## config.mk

```make
export PLATFORM = sky130hd
export DESIGN_NAME = irq_countdown_timer
export DESIGN_NICKNAME = d
export VERILOG_FILES = /design/src/rtl/ict_pkg.sv /design/src/rtl/ict_cycle_base.sv /design/src/rtl/ict_div_cfg.sv /design/src/rtl/ict_deadline.sv /design/src/rtl/irq_countdown_timer.sv
export SDC_FILE = /design/constraint.sdc
export NUM_CORES = 1
export LEC_CHECK = 0
export BUFFER_PORTS_ARGS = -buffer_cell sky130_fd_sc_hd__buf_2
export CORE_MARGIN = 2
export CORE_UTILIZATION = 55
export CTS_CLUSTER_DIAMETER = 100
export DETAILED_ROUTE_END_ITERATION = 6
export MAX_ROUTING_LAYER = met4
export PLACE_DENSITY = 0.72
export SETUP_SLACK_MARGIN = 0.3
export SLEW_MARGIN = 20
export SYNTH_ARGS = -nofsm -noshare
export SYNTH_HDL_FRONTEND = slang
export SYNTH_SLANG_ARGS = --single-unit
```

## constraint.sdc

```tcl
create_clock -name clk -period 12.9 [get_ports clk]
set_input_delay 1.29 -clock clk [delete_from_list [all_inputs] [get_ports clk]]
set_output_delay 1.29 -clock clk [all_outputs]
set_load 0.02 [all_outputs]
```

## src/rtl/ict_pkg.sv

```systemverilog
package ict_pkg;

  // Register select encoding shared by the write and read ports.
  typedef enum logic [1:0] {
    SEL_INIT = 2'd0,
    SEL_DIV  = 2'd1,
    SEL_CUR  = 2'd2,
    SEL_RSVD = 2'd3
  } reg_sel_e;

  // Bits of the divide setting that are stored on a write.
  localparam logic [3:0] DIV_KEEP_MASK = 4'hB;

  // Turn a divide setting into log2 of the divisor: code {b3,b1,b0}, plus one, modulo 8.
  function automatic logic [2:0] div_log2(input logic [3:0] cfg);
    logic [2:0] code;
    code = {cfg[3], cfg[1:0]};
    return code + 3'd1;
  endfunction

endpackage

```

## src/rtl/ict_cycle_base.sv

```systemverilog
module ict_cycle_base #(
  parameter int CYC_W = 64
) (
  input  logic             clk,
  input  logic             rst,
  output logic [CYC_W-1:0] now_o
);

  logic [CYC_W-1:0] now_q;

  always_ff @(posedge clk) begin
    if (rst) now_q <= '0;
    else     now_q <= now_q + CYC_W'(1);
  end

  assign now_o = now_q;

endmodule

```

## src/rtl/ict_div_cfg.sv

```systemverilog
module ict_div_cfg (
  input  logic       clk,
  input  logic       rst,
  input  logic       we,
  input  logic [3:0] wdata,
  output logic [3:0] cfg_o,
  output logic [2:0] log2_o
);
  import ict_pkg::*;

  logic [3:0] cfg_q;

  always_ff @(posedge clk) begin
    if (rst)     cfg_q <= '0;
    else if (we) cfg_q <= wdata & DIV_KEEP_MASK;
  end

  assign cfg_o  = cfg_q;
  assign log2_o = div_log2(cfg_q);

  AST_DIV_STORED_BITS: assert property (@(posedge clk) disable iff (rst)
    we |=> (cfg_o[2] == 1'b0) && (cfg_o[3] == $past(wdata[3])) && (cfg_o[1:0] == $past(wdata[1:0])));

endmodule

```

## src/rtl/ict_deadline.sv

```systemverilog
module ict_deadline #(
  parameter int DATA_W   = 32,
  parameter int CYC_W    = 64,
  parameter int PRE_LOG2 = 4
) (
  input  logic              clk,
  input  logic              rst,
  input  logic              load,
  input  logic [DATA_W-1:0] load_val,
  input  logic [2:0]        log2_in,
  input  logic [CYC_W-1:0]  now,
  output logic [DATA_W-1:0] remain_o,
  output logic              expire_o
);

  localparam int TSH_W = $clog2(7 + PRE_LOG2 + 1) + 1;

  logic [CYC_W-1:0] deadline_q;
  logic             armed_q;
  logic [2:0]       log2_q;
  logic             expire_q;

  logic [TSH_W-1:0] load_shift;
  logic [TSH_W-1:0] run_shift;
  logic [CYC_W-1:0] load_span;
  logic [CYC_W-1:0] gap;
  logic             passed;
  logic             hit;

  assign load_shift = TSH_W'(log2_in) + TSH_W'(PRE_LOG2);
  assign run_shift  = TSH_W'(log2_q)  + TSH_W'(PRE_LOG2);
  assign load_span  = CYC_W'(load_val) << load_shift;
  assign hit        = armed_q && ((now + CYC_W'(1)) == deadline_q);

  always_ff @(posedge clk) begin
    if (rst) begin
      deadline_q <= '0;
      armed_q    <= 1'b0;
      log2_q     <= '0;
      expire_q   <= 1'b0;
    end else if (load) begin
      deadline_q <= now + load_span;
      armed_q    <= |load_val;
      log2_q     <= log2_in;
      expire_q   <= 1'b0;
    end else begin
      expire_q <= hit;
      if (hit) armed_q <= 1'b0;
    end
  end

  assign gap      = deadline_q - now;
  assign passed   = (now >= deadline_q);
  assign remain_o = passed ? '0 : DATA_W'(gap >> run_shift);
  assign expire_o = expire_q;

  AST_EXPIRE_SINGLE: assert property (@(posedge clk) disable iff (rst)
    expire_q |=> !expire_q);
  AST_EXPIRE_AT_ZERO: assert property (@(posedge clk) disable iff (rst)
    expire_q |-> (remain_o == '0));
  AST_ZERO_LOAD_STOPS: assert property (@(posedge clk) disable iff (rst)
    (load && (load_val == '0)) |=> (!armed_q && !expire_q && (remain_o == '0)));
  AST_DIV_HELD: assert property (@(posedge clk) disable iff (rst)
    !load |=> $stable(log2_q));

endmodule

```

## src/rtl/irq_countdown_timer.sv

```systemverilog
module irq_countdown_timer #(
  parameter int DATA_W   = 32,
  parameter int CYC_W    = 64,
  parameter int PRE_LOG2 = 4
) (
  input  logic              clk,
  input  logic              rst,
  input  logic              wr_en,
  input  logic [1:0]        wr_sel,
  input  logic [DATA_W-1:0] wr_data,
  input  logic [1:0]        rd_sel,
  output logic [DATA_W-1:0] rd_data,
  output logic              expire
);
  import ict_pkg::*;

  logic [CYC_W-1:0]  now;
  logic [3:0]        div_cfg;
  logic [2:0]        div_log2_w;
  logic [DATA_W-1:0] init_q;
  logic [DATA_W-1:0] remain;
  logic [DATA_W-1:0] rd_q;
  logic              wr_init;
  logic              wr_div;

  assign wr_init = wr_en && (wr_sel == SEL_INIT);
  assign wr_div  = wr_en && (wr_sel == SEL_DIV);

  ict_cycle_base #(.CYC_W(CYC_W)) u_base (
    .clk   (clk),
    .rst   (rst),
    .now_o (now)
  );

  ict_div_cfg u_div (
    .clk    (clk),
    .rst    (rst),
    .we     (wr_div),
    .wdata  (wr_data[3:0]),
    .cfg_o  (div_cfg),
    .log2_o (div_log2_w)
  );

  ict_deadline #(.DATA_W(DATA_W), .CYC_W(CYC_W), .PRE_LOG2(PRE_LOG2)) u_dl (
    .clk      (clk),
    .rst      (rst),
    .load     (wr_init),
    .load_val (wr_data),
    .log2_in  (div_log2_w),
    .now      (now),
    .remain_o (remain),
    .expire_o (expire)
  );

  always_ff @(posedge clk) begin
    if (rst)          init_q <= '0;
    else if (wr_init) init_q <= wr_data;
  end

  always_ff @(posedge clk) begin
    if (rst) begin
      rd_q <= '0;
    end else begin
      case (rd_sel)
        SEL_INIT: rd_q <= init_q;
        SEL_DIV:  rd_q <= DATA_W'(div_cfg);
        SEL_CUR:  rd_q <= remain;
        default:  rd_q <= '0;
      endcase
    end
  end

  assign rd_data = rd_q;

  AST_RO_WRITE_IGNORED: assert property (@(posedge clk) disable iff (rst)
    (wr_en && wr_sel[1]) |=> ($stable(init_q) && $stable(div_cfg)));
  AST_RSVD_READ_ZERO: assert property (@(posedge clk) disable iff (rst)
    (rd_sel == SEL_RSVD) |=> (rd_data == '0));

endmodule

```

==> results.md, run 1 <==
Outcome:
- The flow ran to the end, and the final reports show no timing, DRC or antenna violations.

Global routing:
- The routing layer with the top usage in global route is met1.
- The number of global-route vias before repair was 16344.
- The met1 global-route usage is 53.5%.
- The total global routing overflow is 0.
- Global routing consumed, over all layers together, 38.1% of the routing resources.
- The global-route wire length before repair is 96100 um.
- Entering global routing, the biggest net connects 132 pins.
- The initial antenna violation count is 1.
- The met3 usage is 10.5%.
- For this run, global-route usage on met2 was measured as 50.7%.

Logic synthesis:
- The share of flip-flops with an asynchronous set or reset after synthesis is 0%.
- In the synthesized netlist the dominant register cell turns out to be dfxtp_1.
- The portion of the post-synthesis area used by sequential elements is 22.6%.
- After technology mapping, the gate count stands at 2340.
- The synthesized design contains 200 register bits.
- Of all cell types, the one taking the most synthesized area is dfxtp_1.
- The number of flops mapped to enable cells by yosys is 0.
- Ranked by total cell area, the synthesized netlist is headed by dfxtp_1 23%, ha_1 8.0%, xnor2_1 6.8%.
- The average cell area after synthesis is 7.57 um2.
- By count the netlist is led by 298 x nand2_1, 206 x a21oi_1, 200 x dfxtp_1, 199 x nor2_1, 137 x xnor2_1.
- Among all cell types in the netlist, the one instantiated most often is nand2_1.
- The count of yosys warnings during synthesis is 0.
- The count of distinct cell types in the synthesized netlist is 82.
- The portion of synthesized cell area occupied by the leading cell type is 22.6%.
- The synthesized netlist occupies a cell area of 0.0177 mm2.

Setup path:
- The critical path class is reg -> reg.
- In this run the worst path has a maximum fanout of 28.
- The first element of the critical path is u_div.cfg_o[0]$_SDFFE_PP0P_.
- The kind of cell with the highest combined delay along the critical path is compound AO/OA/AOI/OAI gates.
- Traced cell by cell, the critical path runs through buf_4 -> ha_1 -> xor2_2 -> buf_4 -> mux4_2 -> ha_1 -> nand4_1 -> nor2_1 -> a211o_1 -> a2111oi_0 -> nor4_1 -> o21ai_0 -> a21oi_1 -> o21ai_0 -> o21ai_0 -> a311oi_1.
- The slowest stage of the critical path belongs to the cell xor2_2.
- The required time at the worst-slack endpoint is 13.28 ns.
- In this design, the stage delay of the slowest critical-path cell is 0.71 ns.
- STA classifies the critical path endpoint as a register.
- For the worst setup path, the data arrival time is 5.96 ns.
- The critical path's most frequent cell is o21ai_0.
- Together, buffers and inverters on the worst path number 2.
- The launch point of the worst reg-to-reg path is u_div.cfg_o[0]$_SDFFE_PP0P_.
- STA classifies the critical path startpoint as a register.

Finish:
- The final cell count without fillers is 2728.
- The net count reported at finish is 2465.
- The fraction of final layout cells with drive strength greater than 1 is 9.33%.
- The area growth from synthesis to layout is 6.24%.
- The utilization of the core after routing is 59.5%.
- The filler cell count in the final layout is 2935.

Min path:
- The startpoint of the tightest hold check path is init_q[18]$_SDFFE_PP0P_.
- The tightest min-delay check is of the reg -> reg type.

Power:
- Summed over all cells, the static leakage comes to 7.55 nW.
- The design draws 1.86 mW.
- The cell area power density is 98.5 mW/mm2.
- Across the VDD grid, the largest voltage drop is 99.8 uV.

Routing:
- The detailed-route wire length per cell is 23.2 um.
- Before antenna repair, the detailed router went through 6 iterations.
- The number of vias per cell is 6.71.
- The detailed router's first-iteration violation count is 2334.
- The DRC violation count after routing is 0.
- The residual antenna-violating net count after detailed routing is 0.
- Detailed routing inserted a total of 18315 vias.
- The total wire length after detailed routing is 63300 um.

Timing:
- Headroom to the max-slew limit came out at 30.5%.
- The worst path uses 43.2% of the clock period.
- Static timing analysis puts the maximum clock frequency at 0.179 GHz.
- The setup TNS is 0 ns.
- The clock period could shrink to 5.58 ns.
- The actual transition at the worst max-transition pin is 1.03 ns.
- The total count of hold-check failures in the final report is 0.
- The post-layout worst setup margin is 7.32 ns.
- The total count of max-transition violations in the final report was 0.
- The number of endpoints failing setup at the final stage is 0.
- The final worst clock skew is 0.0172 ns.
- Setup repair after global routing left no endpoint under its margin.

CTS:
- For this design, the CTS-stage hold fixing added 0 buffers.
- Post-CTS timing repair inserted 0 buffers for setup.
- At the later pin of the worst-skew pair, clock insertion delay measures 0.47 ns.
- The CTS tree is done.
- The H-tree depth is 4.
- Clock-pin slew was measured on the worst setup and hold paths at 0.08 ns.
- In this run the deepest clock path goes through 2 buffers.
- The number of gates given a new drive strength after cts is 0.
- CTS saw 200 sinks.
- The cell sitting at the root of the clock tree is a clkbuf_16.
- The clock buffer count from CTS is 17.

Place:
- The number of buffers added on ports is 71.
- The minimum setup slack after placement is 7.47 ns.
- The number of cells in the design after placement is 2695.
- The final weighted congestion of routability-driven global placement is 1.16.
- The placed wire-length estimate is 50000 um.

Run:
- The max-capacitance violation count is 0.

Die:
- The initial utilization of the core area, before any placement, comes to 56.0%.
- The number of placement rows is 65.
- The count of boundary I/O pins is 72.
- The die covers 0.0337 mm2.
- The floorplan die height is 184 um.
- The area of the core is 0.0316 mm2.
- The floorplan step set the die width to 184 um.
-- cells by family after synthesis --
family | Yosys count | share of synthesized area, %
flops | 200 | 22.6
other cells | 2 | 0.0424
simple gates | 892 | 24.6
buf+inv | 238 | 5.27
mux | 107 | 8.10
xor+xnor | 186 | 9.66
compound gates | 601 | 21.7
fa+ha+maj | 114 | 8.09
-- where the power goes --
group	internal [mW]	switching (mW)	leakage, nW	total (mW)
sequential	0.636	0.0217	1.62	0.658
clock	0.287	0.297	0.307	0.585
combinational	0.240	0.373	5.62	0.613
total	1.16	0.692	7.55	1.86
-- cells in the final DEF (no fill, tap or decap), types with 15 or more instances in the layout --
| cell type | n |
|---|---|
| nand2_1 | 298 |
| a21oi_1 | 206 |
| dfxtp_1 | 200 |
| nor2_1 | 198 |
| xnor2_1 | 137 |
| ha_1 | 113 |
| o21ai_0 | 112 |
| inv_1 | 92 |
| buf_2 | 70 |
| nand3_1 | 64 |
| nand4_1 | 63 |
| nor3_1 | 52 |
| mux2i_1 | 50 |
| xor2_1 | 42 |
| a21o_1 | 41 |
| nor4_1 | 40 |
| mux2_2 | 31 |
| a211oi_1 | 29 |
| or3_1 | 28 |
| mux4_2 | 26 |
| and3_1 | 26 |
| a31oi_1 | 23 |
| o211ai_1 | 21 |
| o21bai_1 | 18 |
| clkbuf_16 | 17 |
| o31ai_1 | 16 |
| buf_4 | 16 |
| nand2b_1 | 15 |
| o21a_1 | 15 |
-- flip-flops by register name, summed over array words and instances, names as in the netlist --
register         flops
init_q              32
rd_data             32
u_base.now_o        64
u_div.cfg_o          3
u_dl.armed_q         1
u_dl.deadline_q     64
u_dl.expire_o        1
u_dl.log2_q          3
-- through the flow --
step / hold WS, ns / instance area, um2
3_3_place_gp: 0.437 / 18200
4_1_cts: 0.459 / 18800
3_5_place_dp: 0.446 / 18200
5_1_grt: 0.480 / 18800
2_1_floorplan: 0.415 / 17800
6_report: 0.454 / 18800
-- worst min-delay path, cell delays in order (launching register included) --
cell	delay (ns)
dfxtp_1	0.32
nand2_1	0.06
nand2_1	0.04
-- metal layers --
layer,vias to the layer above,wire length [um]
met5,-,0
met4,0,2880
met3,145,8760
met2,1152,25000
met1,8549,26700
li1,8469,-
-- area by class of cell --
class	instances	area (um2)	share of cell area, %
antenna	1	2.50	0.0133
clock buffer	18	439	2.33
clock inverter	14	191	1.02
inverter	97	364	1.93
multi-input combinational	1909	12800	68.2
sequential	200	4000	21.3
tap	402	503	2.67
timing repair buffer	87	490	2.60
-- worst paths after layout --
| path | slack [ns] | end | cells after the start |
|---|---|---|---|
| worst min register to register | 0.45 | rd_data[18]$_SDFF_PP0_ | 2 |
| worst max-delay path | 7.32 | u_dl.deadline_q[54]$_SDFFE_PP0P_ | 16 |
| worst min-delay path | 0.45 | rd_data[18]$_SDFF_PP0_ | 2 |
| worst max register to register | 7.32 | u_dl.deadline_q[54]$_SDFFE_PP0P_ | 16 |
(Power assumes the default switching activity.)
==> run 2, diff against run 1 <==
ABC_AREA = 1   (was unset)
PLACE_DENSITY = 0.75   (was 0.72)
clock period = 4.81 ns   (was 12.9 ns; I/O delays follow)
==> results.md, run 2 <==
Timing:
- The setup TNS is 0 ns (unchanged).
- The total count of max-transition violations in the final report is 0 (unchanged).
- The highest clock rate is 0.234 GHz (was 0.179 GHz).
- The number of endpoints failing setup at the final stage is 0 (unchanged).
- The actual transition at the worst max-transition pin is 1.03 ns (about the same).
- RSZ-0062 raised after global routing: false (unchanged).
- The shortest period the worst path allows was 4.27 ns (was 5.58 ns).
- The final worst clock skew is 0.0189 ns (was 0.0172 ns).
- The relative slew slack is 30.5% (about the same).
- The total count of hold-check failures in the final report is 0 (unchanged).
- The final critical-path share of the clock period is 88.7% (was 43.2%).

Routing:
- The number of iterations in the first detailed-routing pass is 7 (was 6).
- The DRC violation count after routing is 5 (was 0).
- The residual antenna-violating net count after detailed routing was 0 (unchanged).
- The number of vias per cell is 6.04 (was 6.71).
- The total wire length after detailed routing is 82000 um (was 63300 um).
- The detailed-route wire length per cell is 21.2 um (was 23.2 um).
- The detailed router's first-iteration violation count was 3135 (was 2334).
- The total via count after detailed routing is 23364 (was 18315).

Run:
- The max-capacitance violation count is 0 (unchanged).

Die:
- The die area is 0.0371 mm2 (was 0.0337 mm2).
- The width of the die is 193 um (was 184 um).
- The floorplan die height is 193 um (was 184 um).
- The area of the core is 0.0353 mm2 (was 0.0316 mm2).
- The count of boundary I/O pins is 72 (unchanged).
- The initial standard-cell utilization of the core is 55.3% (was 56.0%).
- The number of placement rows was 69 (was 65).

Place:
- The number of buffers added on ports is 71 (unchanged).
- The final weighted congestion of routability-driven global placement is 1.17 (was 1.16).
- The placement-stage cell area is 0.0203 mm2 (was 0.0182 mm2).
- The placed wire-length estimate is 67900 um (was 50000 um).

Setup path:
- Cells traversed along the worst timing path: ha_1 -> xor2_2 -> clkinv_1 -> buf_4 -> o21ai_0 -> ha_1 -> a21oi_1 -> o21ai_0 -> a21oi_1 -> o21ai_0 -> a21oi_1 -> o21ai_0 -> nand2_1 -> o21ai_0 -> or2_2 -> nand3_1 -> o21ai_0 (was buf_4 -> ha_1 -> xor2_2 -> buf_4 -> mux4_2 -> ha_1 -> nand4_1 -> nor2_1 -> a211o_1 -> a2111oi_0 -> nor4_1 -> o21ai_0 -> a21oi_1 -> o21ai_0 -> o21ai_0 -> a311oi_1).
- The required time at the worst-slack endpoint came to 5.16 ns (was 13.28 ns).
- The cell class contributing the biggest share of worst-path delay is compound AO/OA/AOI/OAI gates (unchanged).
- The maximum single-stage delay on the critical path is 0.36 ns (was 0.71 ns).
- The number of buffer and inverter stages on the critical path is 2 (unchanged).
- The arrival time at the worst endpoint is 4.61 ns (was 5.96 ns).
- The type of element capturing the critical path is a register (unchanged).
- The highest fanout seen on the critical path was 13 (was 28).
- The kind of start point of the critical path is a register (unchanged).
- The critical path's most frequent cell was o21ai_0 (unchanged).
- The critical path class is reg -> reg (unchanged).
- The library cell contributing the largest single delay on the critical path is dfxtp_1 (was xor2_2).

Logic synthesis:
- The average cell area after synthesis came to 5.81 um2 (was 7.57 um2).
- The number of flops mapped to enable cells by yosys is 0 (unchanged).
- The count of distinct cell types in the synthesized netlist is 53 (was 82).
- The largest area contributor in the synthesized netlist is dfxtp_1 (unchanged).
- The post-synthesis register bit count is 200 (unchanged).
- The dominant register cell in the synthesized netlist is dfxtp_1 (unchanged).
- The cell with the most instances after synthesis is nand2_1 (unchanged).
- The portion of synthesized cell area occupied by the leading cell type is 20.5% (was 22.6%).
- Most frequent cells after synthesis: 876 x nand2_1, 437 x nor2_1, 427 x inv_1, 400 x nand3_1, 239 x o21ai_0 (was 298 x nand2_1, 206 x a21oi_1, 200 x dfxtp_1, 199 x nor2_1, 137 x xnor2_1).
- The count of yosys warnings during synthesis is 0 (unchanged).
- The netlist area before placement was 0.0195 mm2 (was 0.0177 mm2).
- Dominant cells by area after synthesis: dfxtp_1 20%, nand2_1 17%, nand3_1 10% (was dfxtp_1 23%, ha_1 8.0%, xnor2_1 6.8%).
- The share of flip-flops with an asynchronous set or reset after synthesis is 0% (unchanged).
- The number of instances in the synthesized netlist is 3366 (was 2340).
- The portion of the post-synthesis area used by sequential elements is 20.5% (was 22.6%).

CTS:
- The clock buffer count from CTS is 17 (unchanged).
- The H-tree depth was 4 (unchanged).
- The clock tree root driver cell is clkbuf_16 (unchanged).
- The insertion delay of the later-clocked pin in the worst-skew pair is 0.48 ns (was 0.47 ns).
- The clock sink count is 200 (unchanged).
- The clock tree buffer depth was 2 (unchanged).
- The CTS tree is done (unchanged).
- The post-CTS setup buffer count is 0 (unchanged).
- The clock slew at the register clock pins of the worst setup and hold paths is 0.08 ns (about the same).
- The number of hold-repair buffers added at the cts stage is 0 (unchanged).
- The number of gates given a new drive strength after cts came to 0 (unchanged).

Global routing:
- The global-route wire length before repair is 120000 um (was 96100 um).
- The number of global-route vias before repair came to 20733 (was 16344).
- The total global routing overflow is 0 (unchanged).
- The pin count of the biggest net entering global routing is 75 (was 132).
- The global routing usage summed across all routing layers came to 44.7% (was 38.1%).
- The initial antenna violation count is 1 (unchanged).

Finish:
- Commonest non-fill, non-tap cells in the layout: 876 x nand2_1, 435 x nor2_1, 426 x inv_1 (was 298 x nand2_1, 206 x a21oi_1, 200 x dfxtp_1).
- The final standard cell area without fillers is 0.0210 mm2 (was 0.0188 mm2).
- The filler cell count in the final layout is 3631 (was 2935).
- The most common cell after layout, fill and taps aside is nand2_1 (unchanged).
- The fraction of final layout cells with drive strength greater than 1 is 4.78% (was 9.33%).
- The net count reported at finish is 3550 (was 2465).
- The area growth from synthesis to layout is 7.35% (was 6.24%).
- The number of inserted diodes is 0 (was 1).

Power:
- The static power due to leakage is 10.1 nW (was 7.55 nW).
- The cell area power density is 253 mW/mm2 (was 98.5 mW/mm2).
- The worst supply voltage drop on vdd is 271 uV (was 99.8 uV).

Outcome:
- The final reports fail on design-rule violations.
- Outcome: finished, violations left (was completed).

Min path:
- The type of the most critical hold path is in -> reg (was reg -> reg).
-- run 2: worst reg2reg max path: cells and delay by family (launching register included) --
family | cells | cell delay, ns
xor+xnor | 1 | 0.17
compound gates | 9 | 1.88
simple gates | 3 | 0.60
flops | 1 | 0.36
fa+ha+maj | 2 | 0.56
buf+inv | 2 | 0.59
-- run 2: layer usage --
| layer | vias to the layer above | GRT usage (%) | share of wire (%) |
|---|---|---|---|
| met4 | 0 | 14.9 | 3.5 |
| met2 | 1446 | 61.9 | 40 |
| li1 | 11087 | - | - |
| met5 | - | - | 0 |
| met3 | 201 | 18.1 | 17 |
| met1 | 10630 | 58.6 | 40 |
-- run 2: worst paths after layout --
check,depth (start not counted),start,endpoint,slack [ns]
worst max-delay path,17,u_div.cfg_o[1]$_SDFFE_PP0P_,u_dl.deadline_q[58]$_SDFFE_PP0P_,0.54
worst min-delay path,3,wr_data[21],init_q[21]$_SDFFE_PP0P_,0.31
worst max register to register,17,u_div.cfg_o[1]$_SDFFE_PP0P_,u_dl.deadline_q[58]$_SDFFE_PP0P_,0.54
worst min register to register,2,init_q[2]$_SDFFE_PP0P_,rd_data[2]$_SDFF_PP0_,0.47
-- run 2: kinds of logic (layout without fill, tap and decap cells) --
family / Yosys count / count (layout) / share of synthesized area [%]
flip-flops: 200 / 200 / 20.5
other: 2 / 9 / 0.0384
adder cells (fa/ha/maj): 114 / 114 / 7.34
multiplexers: 28 / 28 / 1.43
AO/OA/AOI/OAI: 581 / 581 / 16.1
AND/OR/NAND/NOR: 1823 / 1823 / 39.2
XOR/XNOR: 96 / 96 / 5.33
buffers and inverters: 522 / 559 / 10.1
-- run 2: layout make-up --
class | count | area, um2 | share of cell area, %
Clock buffer | 17 | 425 | 2.03
Clock inverter | 15 | 205 | 0.978
Inverter | 433 | 1630 | 7.75
Multi-Input combinational cell | 2651 | 13600 | 64.9
Sequential cell | 200 | 4010 | 19.1
Tap cell | 461 | 577 | 2.75
Timing Repair Buffer | 94 | 531 | 2.53
-- run 2: through the flow --
| stage | instances | setup WS [ns] | total power [mW] | utilization [%] | hold slack [ns] |
|---|---|---|---|---|---|
| final | 3871 | 0.544 | 5.31 | 59.4 | 0.309 |
| after global routing | 3871 | 0.358 | 5.55 | 59.4 | 0.333 |
| after CTS | 3871 | 0.674 | 5.22 | 59.4 | 0.314 |
| after detailed placement | 3839 | 0.673 | 3.66 | 57.6 | 0.463 |
| after global placement | 3839 | 0.722 | 3.64 | 57.6 | 0.463 |
| after floorplan | 3373 | 1.37 | 3.12 | - | 0.441 |
-- run 2: power breakdown --
part           internal, mW  total [mW]  switching, mW
logic                 0.597        1.95           1.35
clock network         0.802        1.59          0.789
registers              1.71        1.77         0.0569
